### src/rtl/rts_pkg.sv
// Package rts_pkg
// Shared constants for the flow-delay RTS controller.
// Assumes: threshold field width and hysteresis gap are fixed by the port spec.
package rts_pkg;
    localparam int THR_W   = 6;   // width of the hold threshold field
    localparam int HYST    = 4;   // drain distance before the hold releases
    localparam int MIN_THR = 4;   // smallest threshold that enables holding

    // Result of decoding the threshold against the level
    typedef struct packed {
        logic enabled;   // threshold large enough to activate holding
        logic reach;     // level at or above threshold
        logic drained;   // level at or below threshold minus HYST
    } hold_cmp_t;
endpackage

### src/rtl/fdly_compare.sv
// Module fdly_compare
// Purpose: compares the FIFO level with the threshold and with the low-water
//          mark (threshold minus HYST); pure combinational.
// Assumes: rx_level is an unsigned count; hold_thr is unsigned.
module fdly_compare
    import rts_pkg::*;
#(
    parameter int LVL_W = 7
) (
    input  logic [LVL_W-1:0] rx_level,
    input  logic [THR_W-1:0] hold_thr,
    output hold_cmp_t        cmp
);
    localparam int CMP_W = ((LVL_W > THR_W) ? LVL_W : THR_W) + 1;

    logic [CMP_W-1:0] lvl_x;
    logic [CMP_W-1:0] thr_x;
    logic [CMP_W-1:0] low_x;

    // Widen operands so that no comparison wraps
    always_comb begin
        lvl_x = CMP_W'(rx_level);
        thr_x = CMP_W'(hold_thr);
        low_x = thr_x - CMP_W'(HYST);
    end

    // Derive the three comparison flags
    always_comb begin
        cmp.enabled = (thr_x >= CMP_W'(MIN_THR));
        cmp.reach   = (lvl_x >= thr_x);
        cmp.drained = cmp.enabled && (lvl_x <= low_x);
    end
endmodule

### src/rtl/fdly_trigger.sv
// Module fdly_trigger
// Purpose: holds the flow-delay trigger flag with hysteresis.
// Assumes: cmp comes from fdly_compare in the same cycle; sync active-low reset.
module fdly_trigger
    import rts_pkg::*;
(
    input  logic      clk,
    input  logic      rst_n,
    input  hold_cmp_t cmp,
    output logic      trig_d,
    output logic      trig_q
);
    // Next-state rule: disable wins, then set, then release, else hold
    always_comb begin
        if (!cmp.enabled)      trig_d = 1'b0;
        else if (cmp.reach)    trig_d = 1'b1;
        else if (cmp.drained)  trig_d = 1'b0;
        else                   trig_d = trig_q;
    end

    // Trigger register
    always_ff @(posedge clk) begin
        if (!rst_n) trig_q <= 1'b0;
        else        trig_q <= trig_d;
    end

    // reaching the threshold sets the flag
    a_r1_set_on_reach: assert property (@(posedge clk) disable iff (!rst_n)
        (cmp.enabled && cmp.reach) |=> trig_q);
    // flag held inside the band
    a_r4_hold_in_band: assert property (@(posedge clk) disable iff (!rst_n)
        (trig_q && cmp.enabled && !cmp.drained) |=> trig_q);
    // release once drained
    a_r4_release: assert property (@(posedge clk) disable iff (!rst_n)
        cmp.drained |=> !trig_q);
    // small threshold keeps the flag clear
    a_r5_disabled: assert property (@(posedge clk) disable iff (!rst_n)
        !cmp.enabled |=> !trig_q);
    // no set from below the threshold
    a_r7_no_false_set: assert property (@(posedge clk) disable iff (!rst_n)
        (!trig_q && !cmp.reach) |=> !trig_q);
endmodule

### src/rtl/rts_drive.sv
// Module rts_drive
// Purpose: registers the active-low RTS pin from either the trigger or software.
// Assumes: trig_d is the trigger's next state, so pin and flag move together.
module rts_drive (
    input  logic clk,
    input  logic rst_n,
    input  logic fc_mode,
    input  logic sw_rts,
    input  logic trig_d,
    output logic rts_n
);
    logic pin_d;

    // Select the source for the pin
    always_comb begin
        pin_d = fc_mode ? trig_d : ~sw_rts;
    end

    // Pin register, deasserted (high) in reset
    always_ff @(posedge clk) begin
        if (!rst_n) rts_n <= 1'b1;
        else        rts_n <= pin_d;
    end

    // software bit drives the pin when flow control is off
    a_r6_sw_follow: assert property (@(posedge clk) disable iff (!rst_n)
        !fc_mode |=> (rts_n == !$past(sw_rts)));
endmodule

### src/rtl/rx_flow_rts_ctrl.sv
// Module rx_flow_rts_ctrl
// Purpose: top of the flow-delay RTS controller; compares the level, keeps the
//          hysteretic trigger and drives the active-low RTS pin.
// Assumes: inputs are synchronous to clk; level fits in LVL_W bits.
module rx_flow_rts_ctrl
    import rts_pkg::*;
#(
    parameter int LVL_W = 7
) (
    input  logic             clk,
    input  logic             rst_n,
    input  logic [LVL_W-1:0] rx_level,
    input  logic [THR_W-1:0] hold_thr,
    input  logic             fc_mode,
    input  logic             sw_rts,
    output logic             rts_n,
    output logic             hold_active
);
    hold_cmp_t cmp;
    logic      trig_d;
    logic      trig_q;

    fdly_compare #(.LVL_W(LVL_W)) u_cmp (
        .rx_level (rx_level),
        .hold_thr (hold_thr),
        .cmp      (cmp)
    );

    fdly_trigger u_trig (
        .clk    (clk),
        .rst_n  (rst_n),
        .cmp    (cmp),
        .trig_d (trig_d),
        .trig_q (trig_q)
    );

    rts_drive u_drv (
        .clk     (clk),
        .rst_n   (rst_n),
        .fc_mode (fc_mode),
        .sw_rts  (sw_rts),
        .trig_d  (trig_d),
        .rts_n   (rts_n)
    );

    // Status output is the trigger flag
    always_comb hold_active = trig_q;

    // in flow-control mode the pin mirrors the trigger
    a_r3_pin_mirrors: assert property (@(posedge clk) disable iff (!rst_n)
        fc_mode |=> (rts_n == hold_active));
    // reset state of both outputs
    a_r2_reset_state: assert property (@(posedge clk)
        !rst_n |=> (rts_n && !hold_active));
endmodule

### config.mk
export PLATFORM = sky130hd
export DESIGN_NAME = rx_flow_rts_ctrl
export DESIGN_NICKNAME = d
export VERILOG_FILES = /design/src/rtl/rts_pkg.sv /design/src/rtl/fdly_compare.sv /design/src/rtl/fdly_trigger.sv /design/src/rtl/rts_drive.sv /design/src/rtl/rx_flow_rts_ctrl.sv
export SDC_FILE = /design/constraint.sdc
export NUM_CORES = 1
export LEC_CHECK = 0
export BUFFER_PORTS_ARGS = -buffer_cell sky130_fd_sc_hd__buf_4
export CAP_MARGIN = 20
export CORE_AREA = 2 2 39 41
export DETAILED_ROUTE_END_ITERATION = 10
export DIE_AREA = 0 0 41 43
export SKIP_CTS_REPAIR_TIMING = 1
export SYNTH_ARGS = -nofsm -noshare
export SYNTH_HDL_FRONTEND = slang
export SYNTH_SLANG_ARGS = --single-unit
### constraint.sdc
create_clock -name clk -period 3.21 [get_ports clk]
set_clock_uncertainty 0.05 [all_clocks]
set_input_delay 0.4815 -clock clk [delete_from_list [all_inputs] [get_ports clk]]
set_output_delay 0.4815 -clock clk [all_outputs]
set_load 0.01 [all_outputs]
After elaboration in Yosys (flattened, before gate mapping)
Index checks and enable logic that the tools add are counted.
{"block": "totals", "regBits": 2, "latch_bits": 0, "ramBits": 0, "romBits": 0, "input_bits": 17, "output_inout_bits": 2, "wordCells": 12, "mem_count": 0}
{"block": "op_classes", "add_sub_neg": 1, "n_mul": 0, "div_mod_pow": 0, "magnitude_cmp": 3, "eq_ne": 0, "shift": 0, "n_mux": 4, "n_bitwise": 1, "reduce_logical": 1}
{"cell": "$le 7x8->1", "count": 1}
{"cell": "$ge 7x6->1", "count": 1}
{"cell": "$sub 6x3->7 const B", "count": 1}
{"cell": "$ge 6x3->1 const B", "count": 1}
{"cell": "$mux 1", "count": 4}
{"cell": "$logic_and 1x1->1", "count": 1}
{"cell": "$not 1->1", "count": 1}

Depth between registers and ports, before layout
{"block": "depth", "word_depth": 7, "depth_mapped": 8, "ltp_nobuf": 8}

By module
A second synthesis with hierarchy kept.
{"block": "hier_totals", "hier_cells": 52, "hier_area_um2": 427.9}
{"mod": "fdly_compare", "instances": 1, "cells_each": 45, "area_each_um2": 345.3}
{"mod": "fdly_trigger", "instances": 1, "cells_each": 4, "area_each_um2": 51.3}
{"mod": "rts_drive", "instances": 1, "cells_each": 3, "area_each_um2": 31.3}

Least setup slack after synthesis
Ideal clock, no wire load.
{"block": "synth_path", "kind": "in2reg", "from": "input port hold_thr[2]", "to": "register u_drv.rts_n", "arrival_time_ps": 1830, "required_time_ps": 3030, "path_slack_ps": 1201, "stages": 8, "cell_sequence": "inv_1 ha_1 xnor2_1 ha_1 a21o_1 a211o_1 o2111ai_1 o211ai_1"}
{"block": "synth_between", "elab_chain_len": 7, "word_cells_on_any_way": 9, "classes_between": "add/sub (1); order compare (3); mux (4); reduce/logical (1)"}
{"element": "start: declaration", "line_no": "rx_flow_rts_ctrl.sv:13", "text": "input logic [THR_W-1:0] hold_thr,"}
{"element": "$sub 6x3->7", "line_no": "fdly_compare.sv:24", "text": "low_x = thr_x - CMP_W'(HYST);"}
{"element": "$le 7x8->1", "line_no": "fdly_compare.sv:31", "text": "cmp.drained = cmp.enabled && (lvl_x <= low_x);"}
{"element": "$logic_and 1x1->1", "line_no": "fdly_compare.sv:31"}
{"element": "$mux 1", "line_no": "fdly_trigger.sv:17", "text": "else if (cmp.drained) trig_d = 1'b0;"}
{"element": "$mux 1", "line_no": "fdly_trigger.sv:16", "text": "else if (cmp.reach) trig_d = 1'b1;"}
{"element": "$mux 1 (*)", "line_no": "fdly_trigger.sv:15", "text": "if (!cmp.enabled) trig_d = 1'b0;"}
{"element": "$mux 1 (*)", "line_no": "rts_drive.sv:16", "text": "pin_d = fc_mode ? trig_d : ~sw_rts;"}
{"element": "end signal: assignment", "line_no": "rts_drive.sv:22", "text": "else rts_n <= pin_d;"}
{"element": "end: declaration", "line_no": "rts_drive.sv:10", "text": "output logic rts_n"}
Mark *: on every way between the ends. The rest lies on a longest branch, timed or not.
A chain may end at the register's enable or synchronous reset.

Worst setup path after layout
Same ends and word-level chain as after synthesis.

==> results.ini <==
[power]
power_mw=0.151
p_per_area_mw_per_mm2=251
ir_worst_vdd_v=0.000121
p_leak_nw=0.314

[setup_path]
crit_chain=buf_4 > inv_1 > ha_1 > xnor2_1 > ha_1 > a21o_1 > a211o_1 > o2111ai_1 > o211ai_1
cp-start-kind=input pin
worstPathRequired_ns=3.25
cp.arrival_ns=2.04
path_delay_family=compound AO/OA/AOI/OAI gates
cp-end-kind=flop
crit_top_cell=ha_1
worst-setup-path-type=in -> reg
slowest_stage=a211o_1
max_stage_delay_ns=0.30
worst-path-buf-inv=2
cp_max_fo=4

[global_routing]
grt-busiest-layer=met2
grt_pass1_vias=371
grtUsageMet2_pct=19.1
grt_overflow_total=0
grt_pass1_wl_mm=1.40
antenna_found_initial=0
grt_use_met1_pct=14.0
grt_usage_pct=11.1
grtUsageMet3_pct=3.14
grt_max_degree=6

[status]
status=complete, no violations

[yosys]
syn_nets=78
synth.area.top_cells=ha_1 (36%), dfxtp_1 (9.5%), inv_1 (7.1%)
synth_seq_area_share_pct=9.47
synth_top_area_share_pct=35.5
yosysWarnings=0
syn_area_um2=423
synth.distinct_cells=23
synth-seq-cells=2
yosys.area.top_type=ha_1
syn_avg_cell_area_um2=8.63
syn_inst=49

[clock_tree]
cts_buffers=3
insertion_delay_ns=0.22
cts.sinks=2
clkTransAtPathRegs_ns=0.03
cts_buffer_depth=2
h-tree-depth=1
cts-root-buf=clkbuf_4
cts_tree=yes

[floorplan]
die_y_um=43
die_w_um=41
fp.dieArea_mm2=0.00176
pin_count=19
core_region_area_mm2=0.00138
start_util_pct=30.6
num_rows=14

[sta]
setup_tns_ns=0
worstMarginPinSlew_ns=0.367
slew_viol_final=0
fin_crit_ns=2.00
clock.fmax_mhz=500
hold_viol=0
setup_viol=0
post-route-period-util_pct=62.3
slew_headroom_pct=75.3
grt_setup_unrepaired=no

[placed_design]
hpwlAfterDp_um=830
portBuffers=18
routabilityCongestion=0.713

[route]
drt_iter0_drc=2
drtPass1Iterations=4
vias_per_cell=4.88
routed_wl_um=914
wl_per_cell_um=10.6
drc_errors=0
vias=420
ant_nets=0

[finish]
layout.area.seq_um2=40.0
num_antenna_cells=0
multi_input_area_um2=353
nFillCells=132
fin_nets=101
drive_above_1_share_pct=34.3
area_growth_pct=42.0

[flow_run]
cap_violations=0

[hold_path]
min_path_type=in -> reg

-- cell type report --
class	instances	share of cell area, %
Clock buffer	3	3.75
Inverter	8	5.00
Multi-Input combinational cell	39	58.7
Sequential cell	2	6.67
Tap cell	16	3.33
Timing Repair Buffer	18	22.5
-- cells in the mapped netlist --
library cell  number
ha_1              12
o21a_1             1
o221a_2            1
nand4b_1           1
nand2b_1           2
dfxtp_1            2
nand3b_1           1
o2111ai_1          1
inv_1              8
a41oi_1            1
o211ai_1           1
nor3_1             1
xnor2_1            2
a31oi_2            1
nor2b_1            1
o21ai_0            1
o21ai_1            1
a21o_1             2
or3b_1             1
o311ai_2           1
a21oi_1            2
nand2_1            3
a211o_1            2
-- worst paths after layout --
| kind | from | slack [ns] | cells past startpoint | end |
|---|---|---|---|---|
| setup / recovery | hold_thr[2] | 1.21 | 9 | u_drv.rts_n |
| hold / removal | rst_n | 0.46 | 3 | u_trig.trig_q |
| hold reg to reg | u_trig.trig_q | 0.56 | 3 | u_trig.trig_q |
| setup reg to reg | u_trig.trig_q | 2.36 | 3 | u_drv.rts_n |
-- tightest hold or removal path, cell delays in order --
cell	delay, ns
buf_4	0.11
nand2_1	0.05
a21oi_1	0.03
-- power breakdown --
part           total, mW  switching (mW)  internal (mW)
clock network     0.0536          0.0125         0.0411
logic             0.0685          0.0309         0.0376
registers         0.0284        0.000986         0.0274
total              0.151          0.0445          0.106
-- cell families after synthesis --
logic type | count (synthesis) | synth area share [%]
simple gates | 10 | 14.2
fa+ha+maj | 12 | 35.5
compound gates | 15 | 29.6
xor+xnor | 2 | 4.14
buf+inv | 8 | 7.10
flops | 2 | 9.47
-- metal layers --
layer,part of all wire [%],wire length (um)
met1,45,408
met2,52,477
met3,3.1,28
met4,0,0
met5,0,0
-- flip-flops by register name, indices dropped and copies added (netlist names) --
register,count
u_drv.rts_n,1
u_trig.trig_q,1
-- per-stage QoR --
step | area (um2) | hold WS, ns | instances | worst slack (ns) | utilization [%]
finish | 601 | 0.456 | 86 | 1.21 | 43.4
global route | 601 | 0.450 | 86 | 1.11 | 43.4
CTS | 601 | 0.453 | 86 | 1.21 | 43.4
detailed placement | 578 | 0.552 | 83 | 0.981 | 41.8
global placement | 578 | 0.561 | 83 | 0.983 | 41.8
floorplan | 423 | 0.548 | 49 | 1.20 | -
-- cells in the final DEF (no fill, tap or decap) --
cell type / netlist / layout
a31oi_2: 1 / 1
nand4b_1: 1 / 1
o311ai_2: 1 / 1
ha_1: 12 / 12
nand2b_1: 2 / 2
o21ai_0: 1 / 1
a21o_1: 2 / 2
o221a_2: 1 / 1
inv_1: 8 / 8
xnor2_1: 2 / 2
buf_4: 0 / 18
clkbuf_4: 0 / 3
nor3_1: 1 / 1
or3b_1: 1 / 1
nor2b_1: 1 / 1
o211ai_1: 1 / 1
nand3b_1: 1 / 1
o21ai_1: 1 / 1
dfxtp_1: 2 / 2
a21oi_1: 2 / 2
nand2_1: 3 / 3
o2111ai_1: 1 / 1
o21a_1: 1 / 1
a211o_1: 2 / 2
a41oi_1: 1 / 1
Note: power is estimated with default switching activity, not from simulation.
